$ cat config.mk
export PLATFORM = sky130hd
export DESIGN_NAME = clkratio_gen
export DESIGN_NICKNAME = d
export VERILOG_FILES = /design/src/rtl/clkratio_pkg.sv /design/src/rtl/clkratio_rst_sync.sv /design/src/rtl/clkratio_ctrl_reg.sv /design/src/rtl/clkratio_div.sv /design/src/rtl/clkratio_gen.sv
export SDC_FILE = /design/constraint.sdc
export NUM_CORES = 1
export LEC_CHECK = 0
export BUFFER_PORTS_ARGS = -buffer_cell sky130_fd_sc_hd__buf_2
export CORE_UTILIZATION = 50
export CTS_BUF_LIST = sky130_fd_sc_hd__clkbuf_4 sky130_fd_sc_hd__clkbuf_8
export DETAILED_ROUTE_END_ITERATION = 7
export GPL_TIMING_DRIVEN = 0
export PLACE_DENSITY_LB_ADDON = 0.12
export SLEW_MARGIN = 0
export SYNTH_ARGS = -nofsm -noshare
export SYNTH_HDL_FRONTEND = slang
export SYNTH_SLANG_ARGS = --single-unit
export TNS_END_PERCENT = 30
$ cat constraint.sdc
create_clock -name clk -period 2 [get_ports clk]
set_input_delay 0.4 -clock clk [delete_from_list [all_inputs] [get_ports clk]]
set_output_delay 0.4 -clock clk [all_outputs]
set_load 0.02 [all_outputs]
$ cat src/rtl/clkratio_pkg.sv
package clkratio_pkg;

  localparam int CR_W    = 16;
  localparam int FLD_W   = 3;
  localparam int RATIO_W = 4;
  localparam int NUM_DOM = 3;

  // field positions are decoded by the dividers, so they are fixed
  localparam int CORE_LSB = 6;
  localparam int BUS_LSB  = 3;
  localparam int PER_LSB  = 0;

  localparam logic [CR_W-1:0] CR_RESET = 16'h0E0A;

  typedef logic [FLD_W-1:0]   code_t;
  typedef logic [RATIO_W-1:0] ratio_t;

  typedef enum logic [1:0] {
    DOM_CORE = 2'd0,
    DOM_BUS  = 2'd1,
    DOM_PER  = 2'd2
  } dom_e;

  // core and bus table; reserved codes clamp to 8
  function automatic ratio_t core_ratio(code_t code);
    ratio_t r;
    case (code)
      3'd0:    r = ratio_t'(1);
      3'd1:    r = ratio_t'(2);
      3'd2:    r = ratio_t'(3);
      3'd3:    r = ratio_t'(4);
      3'd4:    r = ratio_t'(5);
      default: r = ratio_t'(8);
    endcase
    return r;
  endfunction

  // peripheral table; reserved codes clamp to 8
  function automatic ratio_t periph_ratio(code_t code);
    ratio_t r;
    case (code)
      3'd0:    r = ratio_t'(2);
      3'd1:    r = ratio_t'(3);
      3'd2:    r = ratio_t'(4);
      3'd3:    r = ratio_t'(6);
      default: r = ratio_t'(8);
    endcase
    return r;
  endfunction

endpackage

$ cat src/rtl/clkratio_rst_sync.sv
module clkratio_rst_sync #(
  parameter int STAGES = 2
) (
  input  logic clk,
  input  logic rst_n,
  output logic rst_n_sync
);

  logic [STAGES-1:0] sync_q;
  logic [STAGES-1:0] sync_d;

  always_comb begin
    sync_d = {sync_q[STAGES-2:0], 1'b1};
  end

  always_ff @(posedge clk or negedge rst_n) begin
    if (!rst_n) begin
      sync_q <= '0;
    end else begin
      sync_q <= sync_d;
    end
  end

  assign rst_n_sync = sync_q[STAGES-1];

endmodule

$ cat src/rtl/clkratio_ctrl_reg.sv
module clkratio_ctrl_reg
  import clkratio_pkg::*;
(
  input  logic            clk,
  input  logic            rst_n,
  input  logic            wr_en,
  input  logic [CR_W-1:0] wr_data,
  output logic [CR_W-1:0] cr_q,
  output logic            per_chg
);

  logic [CR_W-1:0] cr_d;
  logic            per_chg_d;
  logic            per_diff;

  always_comb begin
    per_diff  = wr_data[PER_LSB +: FLD_W] != cr_q[PER_LSB +: FLD_W];
    cr_d      = wr_en ? wr_data : cr_q;
    per_chg_d = wr_en && per_diff;
  end

  always_ff @(posedge clk or negedge rst_n) begin
    if (!rst_n) begin
      cr_q    <= CR_RESET;
      per_chg <= 1'b0;
    end else begin
      cr_q    <= cr_d;
      per_chg <= per_chg_d;
    end
  end

  AST_READBACK: assert property (@(posedge clk) disable iff (!rst_n)
    wr_en |=> (cr_q == $past(wr_data)));

  AST_HOLD_NO_WRITE: assert property (@(posedge clk) disable iff (!rst_n)
    !wr_en |=> $stable(cr_q));

  AST_CHG_NEEDS_WRITE: assert property (@(posedge clk) disable iff (!rst_n)
    per_chg |-> $past(wr_en));

  AST_CHG_SINGLE: assert property (@(posedge clk) disable iff (!rst_n)
    (per_chg && !wr_en) |=> !per_chg);

endmodule

$ cat src/rtl/clkratio_div.sv
module clkratio_div #(
  parameter int RATIO_W = 4
) (
  input  logic               clk,
  input  logic               rst_n,
  input  logic               restart,
  input  logic [RATIO_W-1:0] ratio,
  output logic               en_o
);

  localparam logic [RATIO_W-1:0] ONE = RATIO_W'(1);

  logic [RATIO_W-1:0] cnt_q;
  logic [RATIO_W-1:0] cnt_d;
  logic [RATIO_W-1:0] last_cnt;
  logic               at_end;

  always_comb begin
    last_cnt = ratio - ONE;
    at_end   = cnt_q >= last_cnt;
    if (restart) begin
      cnt_d = '0;
    end else if (at_end) begin
      cnt_d = '0;
    end else begin
      cnt_d = cnt_q + ONE;
    end
  end

  always_ff @(posedge clk or negedge rst_n) begin
    if (!rst_n) begin
      cnt_q <= '0;
    end else begin
      cnt_q <= cnt_d;
    end
  end

  assign en_o = (cnt_q == last_cnt);

  AST_CNT_BOUND: assert property (@(posedge clk) disable iff (!rst_n)
    cnt_q < ratio);

  AST_PULSE_SPACING: assert property (@(posedge clk) disable iff (!rst_n)
    (en_o && (ratio != ONE) && !restart) |=> !en_o);

  AST_UNITY_HIGH: assert property (@(posedge clk) disable iff (!rst_n)
    (ratio == ONE) |-> en_o);

  AST_RESTART_PHASE: assert property (@(posedge clk) disable iff (!rst_n)
    restart |=> (en_o == (ratio == ONE)));

endmodule

$ cat src/rtl/clkratio_gen.sv
module clkratio_gen
  import clkratio_pkg::*;
(
  input  logic            clk,
  input  logic            rst_n,
  input  logic            cfg_we,
  input  logic [CR_W-1:0] cfg_wdata,
  output logic [CR_W-1:0] cfg_rdata,
  output logic            core_en,
  output logic            bus_en,
  output logic            per_en,
  output logic            per_ratio_chg
);

  logic                rst_n_s;
  logic [CR_W-1:0]     cr_q;
  ratio_t              ratio_vec [NUM_DOM];
  logic [NUM_DOM-1:0]  en_vec;

  clkratio_rst_sync #(.STAGES(2)) u_rst_sync (
    .clk        (clk),
    .rst_n      (rst_n),
    .rst_n_sync (rst_n_s)
  );

  clkratio_ctrl_reg u_ctrl (
    .clk     (clk),
    .rst_n   (rst_n_s),
    .wr_en   (cfg_we),
    .wr_data (cfg_wdata),
    .cr_q    (cr_q),
    .per_chg (per_ratio_chg)
  );

  always_comb begin
    ratio_vec[DOM_CORE] = core_ratio(cr_q[CORE_LSB +: FLD_W]);
    ratio_vec[DOM_BUS]  = core_ratio(cr_q[BUS_LSB +: FLD_W]);
    ratio_vec[DOM_PER]  = periph_ratio(cr_q[PER_LSB +: FLD_W]);
  end

  for (genvar d = 0; d < NUM_DOM; d++) begin : g_div
    clkratio_div #(.RATIO_W(RATIO_W)) u_div (
      .clk     (clk),
      .rst_n   (rst_n_s),
      .restart (cfg_we),
      .ratio   (ratio_vec[d]),
      .en_o    (en_vec[d])
    );
  end

  assign cfg_rdata = cr_q;
  assign core_en   = en_vec[DOM_CORE];
  assign bus_en    = en_vec[DOM_BUS];
  assign per_en    = en_vec[DOM_PER];

  AST_RESERVED_SLOWEST: assert property (@(posedge clk) disable iff (!rst_n_s)
    (cr_q[CORE_LSB +: FLD_W] >= 3'd5 && !$past(cfg_we) && core_en) |=> !core_en);

endmodule

==> run summary, run 1 <==
outcome: finished, violations left
violated checks: setup timing
count of max-cap constraint violations: 0
CTS sink cnt: 31
Max Clk Rate: 409.9 MHz
critical path cell sequence: inv_2 > or3_4 > ha_4 > xnor2_1 > ha_1 > and4_4 > buf_6
Crit-path slowest cell: sky130_fd_sc_hd__or3_4
worst vdd rail ir drop: 0.0006007 V
final total negative setup slack: -2.508 ns
Critical path buffers and inverters: 2
setup repair after global routing missed its margin: true
maximum number of pins on one net before global-route repair: 30
worst hold path class: in -> reg
post-detailed-route DRC marker count: 0
initial antenna violation count: 0
startpoint of the worst hold path: cfg_wdata[4]
data required time at the worst endpoint: 1.60 ns
count of vias placed by the detailed router: 1,216
Clock Latency Late Sink: 0.34 ns
Final Hold Viols: 0
Final Core Density: 71.56%
post-synthesis instance area: 1690 um^2
Area after DPL: 1966 um^2
first-pass GRT wire length: 5368 um
Top Ports: 39
Tmin final: 2.440 ns
part of the Yosys area used for sequential elements: 46.26%
ratio of cells with drive above 1 in the final layout: 52.85%
Worst Setup SP: u_ctrl.cr_q[0]
largest stage delay on the critical path: 0.40 ns
Starting Density: 54.04%
final HPWL from detailed placement: 2391 um
routability congestion estimate from global placement: 0.7677
total of endpoints with negative setup slack in the final report: 11
number of buffers created by CTS: 5
share of the clock period used by the worst path after layout: 122.0%
transition time at the pin with the least slew margin: 1.127 ns
synthesis-stage register bit count: 31
Clock Skews: 0.01900 ns
number of nets still failing antenna checks after routing: 0
total inserted antenna cells: 0
number of distinct library cells after synthesis: 31
sort of element at the end of the critical path: primary output
Die Footprint: 3617 um^2
number of global-route vias before repair: 1,244
routed wire length: 3310 um
total global routing overflow: 0
CP Data Arrival Time: 2.04 ns
clock buffer depth: 2
clock-pin slew on the worst setup and hold paths: 0.11 ns
most used cells in the layout excluding fill and tap cells: sky130_fd_sc_hd__buf_2 (36), sky130_fd_sc_hd__dfrtp_1 (24), sky130_fd_sc_hd__mux2_2 (15)
# H-tree levels: 2
critical path peak fanout: 3
Area growth, synth to finish: 32.42%
Root Buffer: sky130_fd_sc_hd__clkbuf_4
Pre-antenna DRT Iters: 4
category of the critical setup timing path: reg -> out
Iter 0 DRT Violations: 20
die span in y: 60.15 um
Setup WS pre-CTS: -0.2004 ns
mean cell area of the mapped netlist: 12.52 um^2
vias per inst: 5.131
most common cell after layout, fill and taps aside: sky130_fd_sc_hd__buf_2
leak pwr: 0.001035 uW
Reg2Reg Launch Point: u_ctrl.cr_q[0]
post-route cell area: 2238 um^2
core area: 3128 um^2
pwr/cell area: 888.8 nW/um^2
final critical-path setup slack: -0.4397 ns
worst slew margin relative to its limit: 24.87%
horizontal die dimension: 60.15 um
number of I/O port buffers: 37
crit path launch type: flop
cell class contributing the biggest share of worst-path delay: simple AND/OR/NAND/NOR gates
max-slew violation count: 0
cell count after synthesis: 135
Syn. warnings: 0
total track usage: 20.93%
final routed wire length divided by cell count: 13.97 um
TritonCTS clock tree: built
site row count: 20
net total in the final layout: 229
-- routing by layer --
metal	vias up	part of all wire, %	GRT usage [%]
li1	602	-	-
met1	588	42	24.16
met2	21	54	36.26
met3	5	2.8	5.411
met4	0	1.5	8.970
met5	-	0	0
-- registers in the layout (all words and copies together) (netlist names) --
name,cells
u_ctrl.per_chg,1
g_div.u_div.cnt_q,12
u_ctrl.cr_q,16
u_rst_sync.sync_q,2
-- layout make-up --
type | instances | area (um^2)
repair buffers | 47 | 281.5
inverters | 6 | 22.52
clock buffers | 7 | 58.81
flip-flops and latches | 31 | 784.5
clock inverters | 1 | 5.005
well taps | 44 | 55.05
fillers | 232 | 889.6
multi-input cells | 98 | 1017
plain buffers | 3 | 13.76
-- cell families (layout without fill, tap and decap cells) --
| group | Yosys count | after routing | share of synthesized area [%] |
|---|---|---|---|
| xor gates and xnor gates | 14 | 14 | 7.254 |
| and+or+nand+nor | 26 | 26 | 9.992 |
| adders and majority gates | 18 | 18 | 13.32 |
| other | 1 | 4 | 0.2218 |
| muxes | 15 | 15 | 9.992 |
| buffers and inverters | 9 | 64 | 2.146 |
| AOI/OAI and AO/OA | 21 | 21 | 10.81 |
| DFF | 31 | 31 | 46.26 |
-- path summary, 6_finish.rpt --
check / depth (start not counted) / slack, ns / endpoint
min in group asynchronous: 2 / 0.38 / u_rst_sync.sync_q[1]
setup / recovery: 7 / -0.44 / per_en
hold reg to reg: 0 / 0.39 / u_rst_sync.sync_q[1]
max in group asynchronous: 0 / 0.78 / u_ctrl.cr_q[0]
setup reg to reg: 10 / -0.21 / g_div[2].u_div.cnt_q[3]
hold / removal: 2 / 0.28 / u_ctrl.cr_q[4]
-- timing repair --
| item | in CTS | in global routing |
|---|---|---|
| hold buffers | 1 | 0 |
| endpoints found under the hold margin | 2 | 0 |
| pin swaps | 5 | 7 |
| setup buffers | 8 | 1 |
| gates resized for setup | 14 | 10 |
| endpoints found under the setup margin | 14 | 14 |
-- cell usage after synthesis --
cell	number	area [um^2]
sky130_fd_sc_hd__nand2b_1	4	25.02
sky130_fd_sc_hd__dfrtp_1	26	650.6
sky130_fd_sc_hd__a211o_1	2	17.52
sky130_fd_sc_hd__o22ai_1	2	12.51
sky130_fd_sc_hd__ha_1	18	225.2
sky130_fd_sc_hd__o21a_1	2	15.01
sky130_fd_sc_hd__xor2_1	8	70.07
sky130_fd_sc_hd__nand3_1	3	15.01
sky130_fd_sc_hd__a21o_1	3	22.52
sky130_fd_sc_hd__a2111oi_1	5	50.05
sky130_fd_sc_hd__a2111oi_2	2	30.03
sky130_fd_sc_hd__a31oi_1	1	6.260
sky130_fd_sc_hd__xnor2_1	6	52.55
sky130_fd_sc_hd__o21ai_0	1	5.000
sky130_fd_sc_hd__nand2b_4	2	27.53
sky130_fd_sc_hd__nor2b_1	3	18.77
sky130_fd_sc_hd__buf_2	2	10.01
sky130_fd_sc_hd__o31a_1	1	8.760
sky130_fd_sc_hd__o211a_1	1	10.01
sky130_fd_sc_hd__or3_1	1	6.260
sky130_fd_sc_hd__a21oi_1	1	5.000
sky130_fd_sc_hd__nor4_1	4	25.02
sky130_fd_sc_hd__and4_1	3	26.28
sky130_fd_sc_hd__or2_1	1	6.260
sky130_fd_sc_hd__dfstp_2	5	131.4
sky130_fd_sc_hd__nand2_1	4	15.01
sky130_fd_sc_hd__conb_1	1	3.750
sky130_fd_sc_hd__nor2_1	1	3.750
sky130_fd_sc_hd__mux2_2	15	168.9
sky130_fd_sc_hd__inv_1	6	22.52
sky130_fd_sc_hd__buf_1	1	3.750
-- metrics by stage --
| stage | instances | hold WS, ns | power, uW |
|---|---|---|---|
| 2_1_floorplan | 138 | 0.1044 | 1246 |
| 3_3_place_gp | 219 | 0.1844 | 1362 |
| 3_5_place_dp | 219 | 0.1929 | 1406 |
| 4_1_cts | 236 | 0.2750 | 1902 |
| 5_1_grt | 237 | 0.2642 | 2124 |
| 6_report | 237 | 0.2800 | 1990 |
-- power by group --
part / leakage (uW) / total (uW) / internal [uW] / switching (uW)
clock: 0.0000387 / 396 / 184 / 212
combinational: 0.000621 / 782 / 401 / 382
sequential: 0.000376 / 812 / 713 / 98.1
total: 0.00104 / 1990 / 1300 / 692
Note: power is estimated with default switching activity, not from simulation.
==> inputs of run 2 (changes only) <==
- SETUP_SLACK_MARGIN: default -> 0.05
==> run 2 against run 1 <==
Net effect: the run still ends with setup timing left; global-route usage is 0.96 points higher; sequential power about the same; critical path depth did not move; die area did not move; via count rose by 2.5%; register-to-register slack improved by 0.07 ns; hold slack improved by 0.016 ns; clock-buffer cell count did not move; non-clock buffer count is 2 higher; largest cell class unchanged; largest power group is now combinational cells; highest routed layer unchanged.
==> run summary, run 2 (synthesized netlist as in run 1, its figures left out) <==
outcome: finished, violations left
violated checks: setup timing
number of I/O port buffers: 37 (unchanged)
Final Hold Viols: 0 (unchanged)
Pre-antenna DRT Iters: 3 (-1)
initial antenna violation count: 0 (unchanged)
sort of element at the end of the critical path: primary output
maximum number of pins on one net before global-route repair: 30 (unchanged)
Area growth, synth to finish: 36.42%
ratio of cells with drive above 1 in the final layout: 55.90% (+3.0 points)
number of global-route vias before repair: 1,317 (+5.9%)
total global routing overflow: 0 (unchanged)
TritonCTS clock tree: built
CTS sink cnt: 31 (unchanged)
vias per inst: 5.213 (+1.6%)
Largest register FFs: 16 (unchanged)
DRT met1 WL: 1516 um (+8.9%)
most used cells in the layout excluding fill and tap cells: sky130_fd_sc_hd__buf_2 (36), sky130_fd_sc_hd__dfrtp_1 (23), sky130_fd_sc_hd__mux2_2 (15)
crit path launch type: flop
Top Ports: 39 (unchanged)
Root Buffer: sky130_fd_sc_hd__clkbuf_4
largest register by flop count: u_ctrl.cr_q
count of max-cap constraint violations: 0 (unchanged)
core area: 3128 um^2 (unchanged)
category of the critical setup timing path: reg -> out
storage element area: 785.8 um^2 (+0.16%)
total inserted antenna cells: 0 (unchanged)
clock buffer depth: 2 (unchanged)
total length of routed met2 wires: 1887 um (+6.3%)
net total in the final layout: 231 (+0.87%)
routability congestion estimate from global placement: 0.7317 (-4.7%)
site row count: 20 (unchanged)
clock-pin slew on the worst setup and hold paths: 0.10 ns (about the same)
number of buffers created by CTS: 5 (unchanged)
first-pass GRT wire length: 5671 um (+5.6%)
Clock Skews: 0.006593 ns (-0.01240 ns)
largest registers ranked by flip-flop count: u_ctrl.cr_q (16), g_div.u_div.cnt_q (12), u_rst_sync.sync_q (2)
count of non-filler cells in the finished layout: 239 (+0.84%)
final HPWL from detailed placement: 2300 um (-3.8%)
Iter 0 DRT Violations: 16 (-20%)
die span in y: 60.15 um (unchanged)
Clock Latency Late Sink: 0.33 ns (about the same)
critical path peak fanout: 2 (-1)
total of endpoints with negative setup slack in the final report: 14 (+3)
transition time at the pin with the least slew margin: 1.134 ns (+0.007076 ns)
most common cell after layout, fill and taps aside: sky130_fd_sc_hd__buf_2
tightest hold margin: 0.2958 ns (+0.01578 ns)
data required time at the worst endpoint: 1.60 ns (about the same)
Max Clk Rate: 412.0 MHz (+0.52%)
max-slew violation count: 0 (unchanged)
final routed wire length divided by cell count: 14.92 um (+6.9%)
Tmin final: 2.427 ns (-0.01261 ns)
total placed cells including tap cells: 219 (unchanged)
post-detailed-route DRC marker count: 0 (unchanged)
routed wire length: 3567 um (+7.8%)
number of nets still failing antenna checks after routing: 0 (unchanged)
leak pwr: 0.001046 uW (+1.1%)
total track usage: 21.89% (+0.96 points)
final critical-path setup slack: -0.4271 ns (+0.01261 ns)
Die Footprint: 3617 um^2 (unchanged)
setup repair after global routing missed its margin: true
pwr/cell area: 875.3 nW/um^2 (-1.5%)
worst vdd rail ir drop: 0.0005239 V (-13%)
routed length on met3: 85 um (-9.6%)
share of the clock period used by the worst path after layout: 121.4% (-0.63 points)
worst hold path class: in -> reg
worst slew margin relative to its limit: 24.40% (-0.47 points)
# H-tree levels: 2 (unchanged)
count of vias placed by the detailed router: 1,246 (+2.5%)
CP Data Arrival Time: 2.03 ns (about the same)
horizontal die dimension: 60.15 um (unchanged)
area occupied by multi-input gates: 1071 um^2 (+5.3%)
Final Core Density: 73.72% (+2.2 points)
Starting Density: 54.04% (unchanged)
DR top layer: met4
Fillers: 217 (-6.5%)
-- run 2: cell types whose count changed in the layout (fill, tap and decap cells not counted), moves of 2 or more --
cell                     delta
sky130_fd_sc_hd__ha_4       +2
sky130_fd_sc_hd__nor4_1     -2
sky130_fd_sc_hd__nor4_2     +2
sky130_fd_sc_hd__o21a_2     -2
-- run 2: timing repair --
item / in CTS / in global routing
setup endpoints to repair: 14 / 14
buffers inserted: 10 / 1
hold buffers: 1 / 0
endpoints found under the hold margin: 2 / 0
cloned: 0 / 0
pin swaps: 8 / 7
resized for setup: 15 / 16
-- run 2: metrics by stage --
| stage | instance area, um^2 | worst slack, ns | TNS [ns] | total power [uW] |
|---|---|---|---|---|
| after floorplan | 1738 | -0.1002 | -0.5324 | 1258 |
| after global placement | 1978 | -0.1777 | -0.7592 | 1373 |
| after detailed placement | 1978 | -0.1939 | -1.180 | 1417 |
| after CTS | 2198 | -0.4369 | -1.703 | 1909 |
| after global routing | 2306 | -0.5329 | -3.445 | 2153 |
| final | 2306 | -0.4271 | -2.046 | 2018 |
-- run 2: critical path: stages (launching register included) --
cell and delay, ns:
sky130_fd_sc_hd__dfstp_2 0.56, sky130_fd_sc_hd__xor2_1 0.15, sky130_fd_sc_hd__nand2b_1 0.08, sky130_fd_sc_hd__ha_2 0.17, sky130_fd_sc_hd__xnor2_1 0.12, sky130_fd_sc_hd__ha_1 0.30, sky130_fd_sc_hd__and4_4 0.20, sky130_fd_sc_hd__buf_6 0.11
-- run 2: worst paths after layout --
check	startpoint	slack, ns	cells after the start	end
max reg2reg	u_ctrl.cr_q[3]	-0.14	7	g_div[1].u_div.cnt_q[1]
min	cfg_wdata[6]	0.30	2	u_ctrl.cr_q[6]
max	u_ctrl.cr_q[3]	-0.43	7	bus_en
min reg2reg	u_rst_sync.sync_q[0]	0.36	0	u_rst_sync.sync_q[1]
min in group asynchronous	rst_n	0.39	2	u_rst_sync.sync_q[0]
max in group asynchronous	u_rst_sync.sync_q[1]	0.76	0	u_ctrl.cr_q[2]
-- run 2: where the power goes --
group	switching [uW]	total, uW	internal (uW)
Combinational	417	840	422
Clock	203	367	164
Sequential	98.2	812	714
-- run 2: final cells by class --
cell class,instances,area share (%)
buffer,3,0.5969
clock buffer,7,2.279
clock inverter,1,0.2170
inverter,6,0.9767
multi-input combinational,98,46.45
sequential,31,34.07
tap,44,2.387
timing repair buffer,49,13.02
-- run 2: layer usage --
metal | up-vias | GRT usage (%)
met2 | 21 | 39.09
met1 | 607 | 24.72
met3 | 7 | 4.545
met5 | - | 0
li1 | 611 | -
met4 | 0 | 9.967
==> inputs of run 3 (changes only) <==
- MAX_ROUTING_LAYER: default -> met4
==> run 3 against run 2 <==
Net effect: the flow still finishes with violations (setup timing); wire length down 1.1%; final cell count unchanged; power down 0.28%; flip-flop and latch count unchanged; combinational power about the same; via count up 0.48%.
==> run summary, run 3 (synthesized netlist as in run 1, its figures left out) <==
outcome: finished, violations left
violated checks: setup timing
clock buffer depth: 2 (unchanged)
first-pass GRT wire length: 5671 um (unchanged)
routed wire length: 3528 um (-1.1%)
share of the clock period used by the worst path after layout: 121.2% (-0.20 points)
total design power: 2013 uW (-0.28%)
largest registers ranked by flip-flop count: u_ctrl.cr_q (16), g_div.u_div.cnt_q (12), u_rst_sync.sync_q (2)
worst hold path class: in -> reg
Top Ports: 39 (unchanged)
tightest hold margin: 0.3000 ns (+0.004280 ns)
total inserted antenna cells: 0 (unchanged)
site row count: 20 (unchanged)
Root Buffer: sky130_fd_sc_hd__clkbuf_4
critical path peak fanout: 2 (unchanged)
max-slew violation count: 0 (unchanged)
data required time at the worst endpoint: 1.60 ns (about the same)
post-detailed-route DRC marker count: 0 (unchanged)
Die Footprint: 3617 um^2 (unchanged)
Largest register FFs: 16 (unchanged)
number of I/O port buffers: 37 (unchanged)
post-route cell area: 2306 um^2 (unchanged)
global routing met3 resource utilization: 4.545% (unchanged)
final HPWL from detailed placement: 2300 um (unchanged)
category of the critical setup timing path: reg -> out
CP Data Arrival Time: 2.02 ns (about the same)
critical path cell sequence: xor2_1 > nand2b_1 > ha_2 > xnor2_1 > ha_1 > and4_4 > buf_6
number of buffers created by CTS: 5 (unchanged)
final critical-path setup slack: -0.4231 ns (+0.004030 ns)
final total negative setup slack: -2.022 ns (+0.02396 ns)
total track usage: 22.54% (+0.65 points)
net total in the final layout: 231 (unchanged)
worst vdd rail ir drop: 0.0005231 V (-0.14%)
Fillers: 217 (unchanged)
Crit-path slowest cell: sky130_fd_sc_hd__dfstp_2
number of global-route vias before repair: 1,317 (unchanged)
pwr/cell area: 872.8 nW/um^2 (-0.28%)
Iter 0 DRT Violations: 17 (+1)
leak pwr: 0.001046 uW (unchanged)
ratio of cells with drive above 1 in the final layout: 55.90% (unchanged)
maximum number of pins on one net before global-route repair: 30 (unchanged)
global-route track usage on met2: 39.09% (unchanged)
Global Route met1 Usage: 24.72% (unchanged)
Final Hold Viols: 0 (unchanged)
Tmin final: 2.423 ns (-0.004030 ns)
sort of element at the end of the critical path: primary output
final routed wire length divided by cell count: 14.76 um (-1.1%)
largest register by flop count: u_ctrl.cr_q
routability congestion estimate from global placement: 0.7406 (+1.2%)
most common cell after layout, fill and taps aside: sky130_fd_sc_hd__buf_2
total global routing overflow: 0 (unchanged)
Area growth, synth to finish: 36.42% (unchanged)
Starting Density: 54.04% (unchanged)
initial antenna violation count: 0 (unchanged)
transition time at the pin with the least slew margin: 1.114 ns (-0.02029 ns)
Clock Latency Late Sink: 0.32 ns (about the same)
count of max-cap constraint violations: 0 (unchanged)
number of nets still failing antenna checks after routing: 0 (unchanged)
die span in y: 60.15 um (unchanged)
worst slew margin relative to its limit: 25.75% (+1.4 points)
# H-tree levels: 2 (unchanged)
Area after DPL: 1978 um^2 (unchanged)
setup repair after global routing missed its margin: true
peak-usage layer in the global routing report: met2
most used cells in the layout excluding fill and tap cells: sky130_fd_sc_hd__buf_2 (36), sky130_fd_sc_hd__dfrtp_1 (23), sky130_fd_sc_hd__mux2_2 (15)
horizontal die dimension: 60.15 um (unchanged)
CTS sink cnt: 31 (unchanged)
vias per inst: 5.238 (+0.48%)
clock-pin slew on the worst setup and hold paths: 0.09 ns (about the same)
count of vias placed by the detailed router: 1,252 (+0.48%)
core area: 3128 um^2 (unchanged)
total of endpoints with negative setup slack in the final report: 14 (unchanged)
Max Clk Rate: 412.7 MHz (+0.17%)
Pre-antenna DRT Iters: 2 (-1)
Clock Skews: 0.005768 ns (-0.0008244 ns)
crit path launch type: flop
TritonCTS clock tree: built
largest stage delay on the critical path: 0.56 ns (about the same)
[run 3: cell counts in the layout (fill, tap and decap cells not counted)]
Identical to the previous run, type by type.
[run 3: layout make-up]
class                   count  area [um^2]  share of cell area [%]
plain buffers               3        13.76                  0.5969
clock buffers               7        52.55                   2.279
clock inverters             1        5.005                  0.2170
inverters                   6        22.52                  0.9767
multi-input cells          98         1071                   46.45
flip-flops and latches     31        785.8                   34.07
well taps                  44        55.05                   2.387
repair buffers             49        300.3                   13.02
[run 3: stage by stage]
stage | instances | setup WS (ns) | utilization, %
after floorplan | 138 | -0.1002 | -
after global placement | 219 | -0.1777 | 63.24
after detailed placement | 219 | -0.1939 | 63.24
after CTS | 238 | -0.4369 | 70.28
after global routing | 239 | -0.5329 | 73.72
final | 239 | -0.4231 | 73.72
[run 3: metal layers]
metal	share of wire, %	vias up
li1	-	611
met1	42	613
met2	54	21
met3	2.4	7
met4	2.1	0
met5	0	-
[run 3: where the power goes]
| group | switching, uW | internal (uW) | leakage [uW] |
|---|---|---|---|
| Sequential | 97.8 | 714 | 0.000375 |
| Clock | 200 | 164 | 0.0000361 |
| Combinational | 416 | 422 | 0.000635 |
[run 3: critical path: cells and delay by family (launching register included)]
kind / cells / cell delay, ns
DFF: 1 / 0.56
adders and majority gates: 2 / 0.47
and+or+nand+nor: 2 / 0.28
xor gates and xnor gates: 2 / 0.27
buffers and inverters: 1 / 0.11
[run 3: what timing repair did]
| action | CTS | global route |
|---|---|---|
| gates resized for setup | 15 | 16 |
| pin swaps | 8 | 7 |
| hold buffers | 1 | 0 |
| setup buffers | 10 | 1 |
| setup endpoints to repair | 14 | 14 |
| cloned | 0 | 0 |
| hold endpoints to repair | 2 | 0 |
[run 3: path summary, 6_finish.rpt]
path	end	start	slack (ns)	cells past startpoint
setup / recovery	bus_en	u_ctrl.cr_q[3]	-0.42	7
setup reg to reg	g_div[1].u_div.cnt_q[1]	u_ctrl.cr_q[3]	-0.13	7
max in group asynchronous	u_ctrl.cr_q[2]	u_rst_sync.sync_q[1]	0.79	0
min in group asynchronous	u_rst_sync.sync_q[0]	rst_n	0.39	2
hold / removal	u_ctrl.cr_q[6]	cfg_wdata[6]	0.30	2
hold reg to reg	u_rst_sync.sync_q[1]	u_rst_sync.sync_q[0]	0.36	0
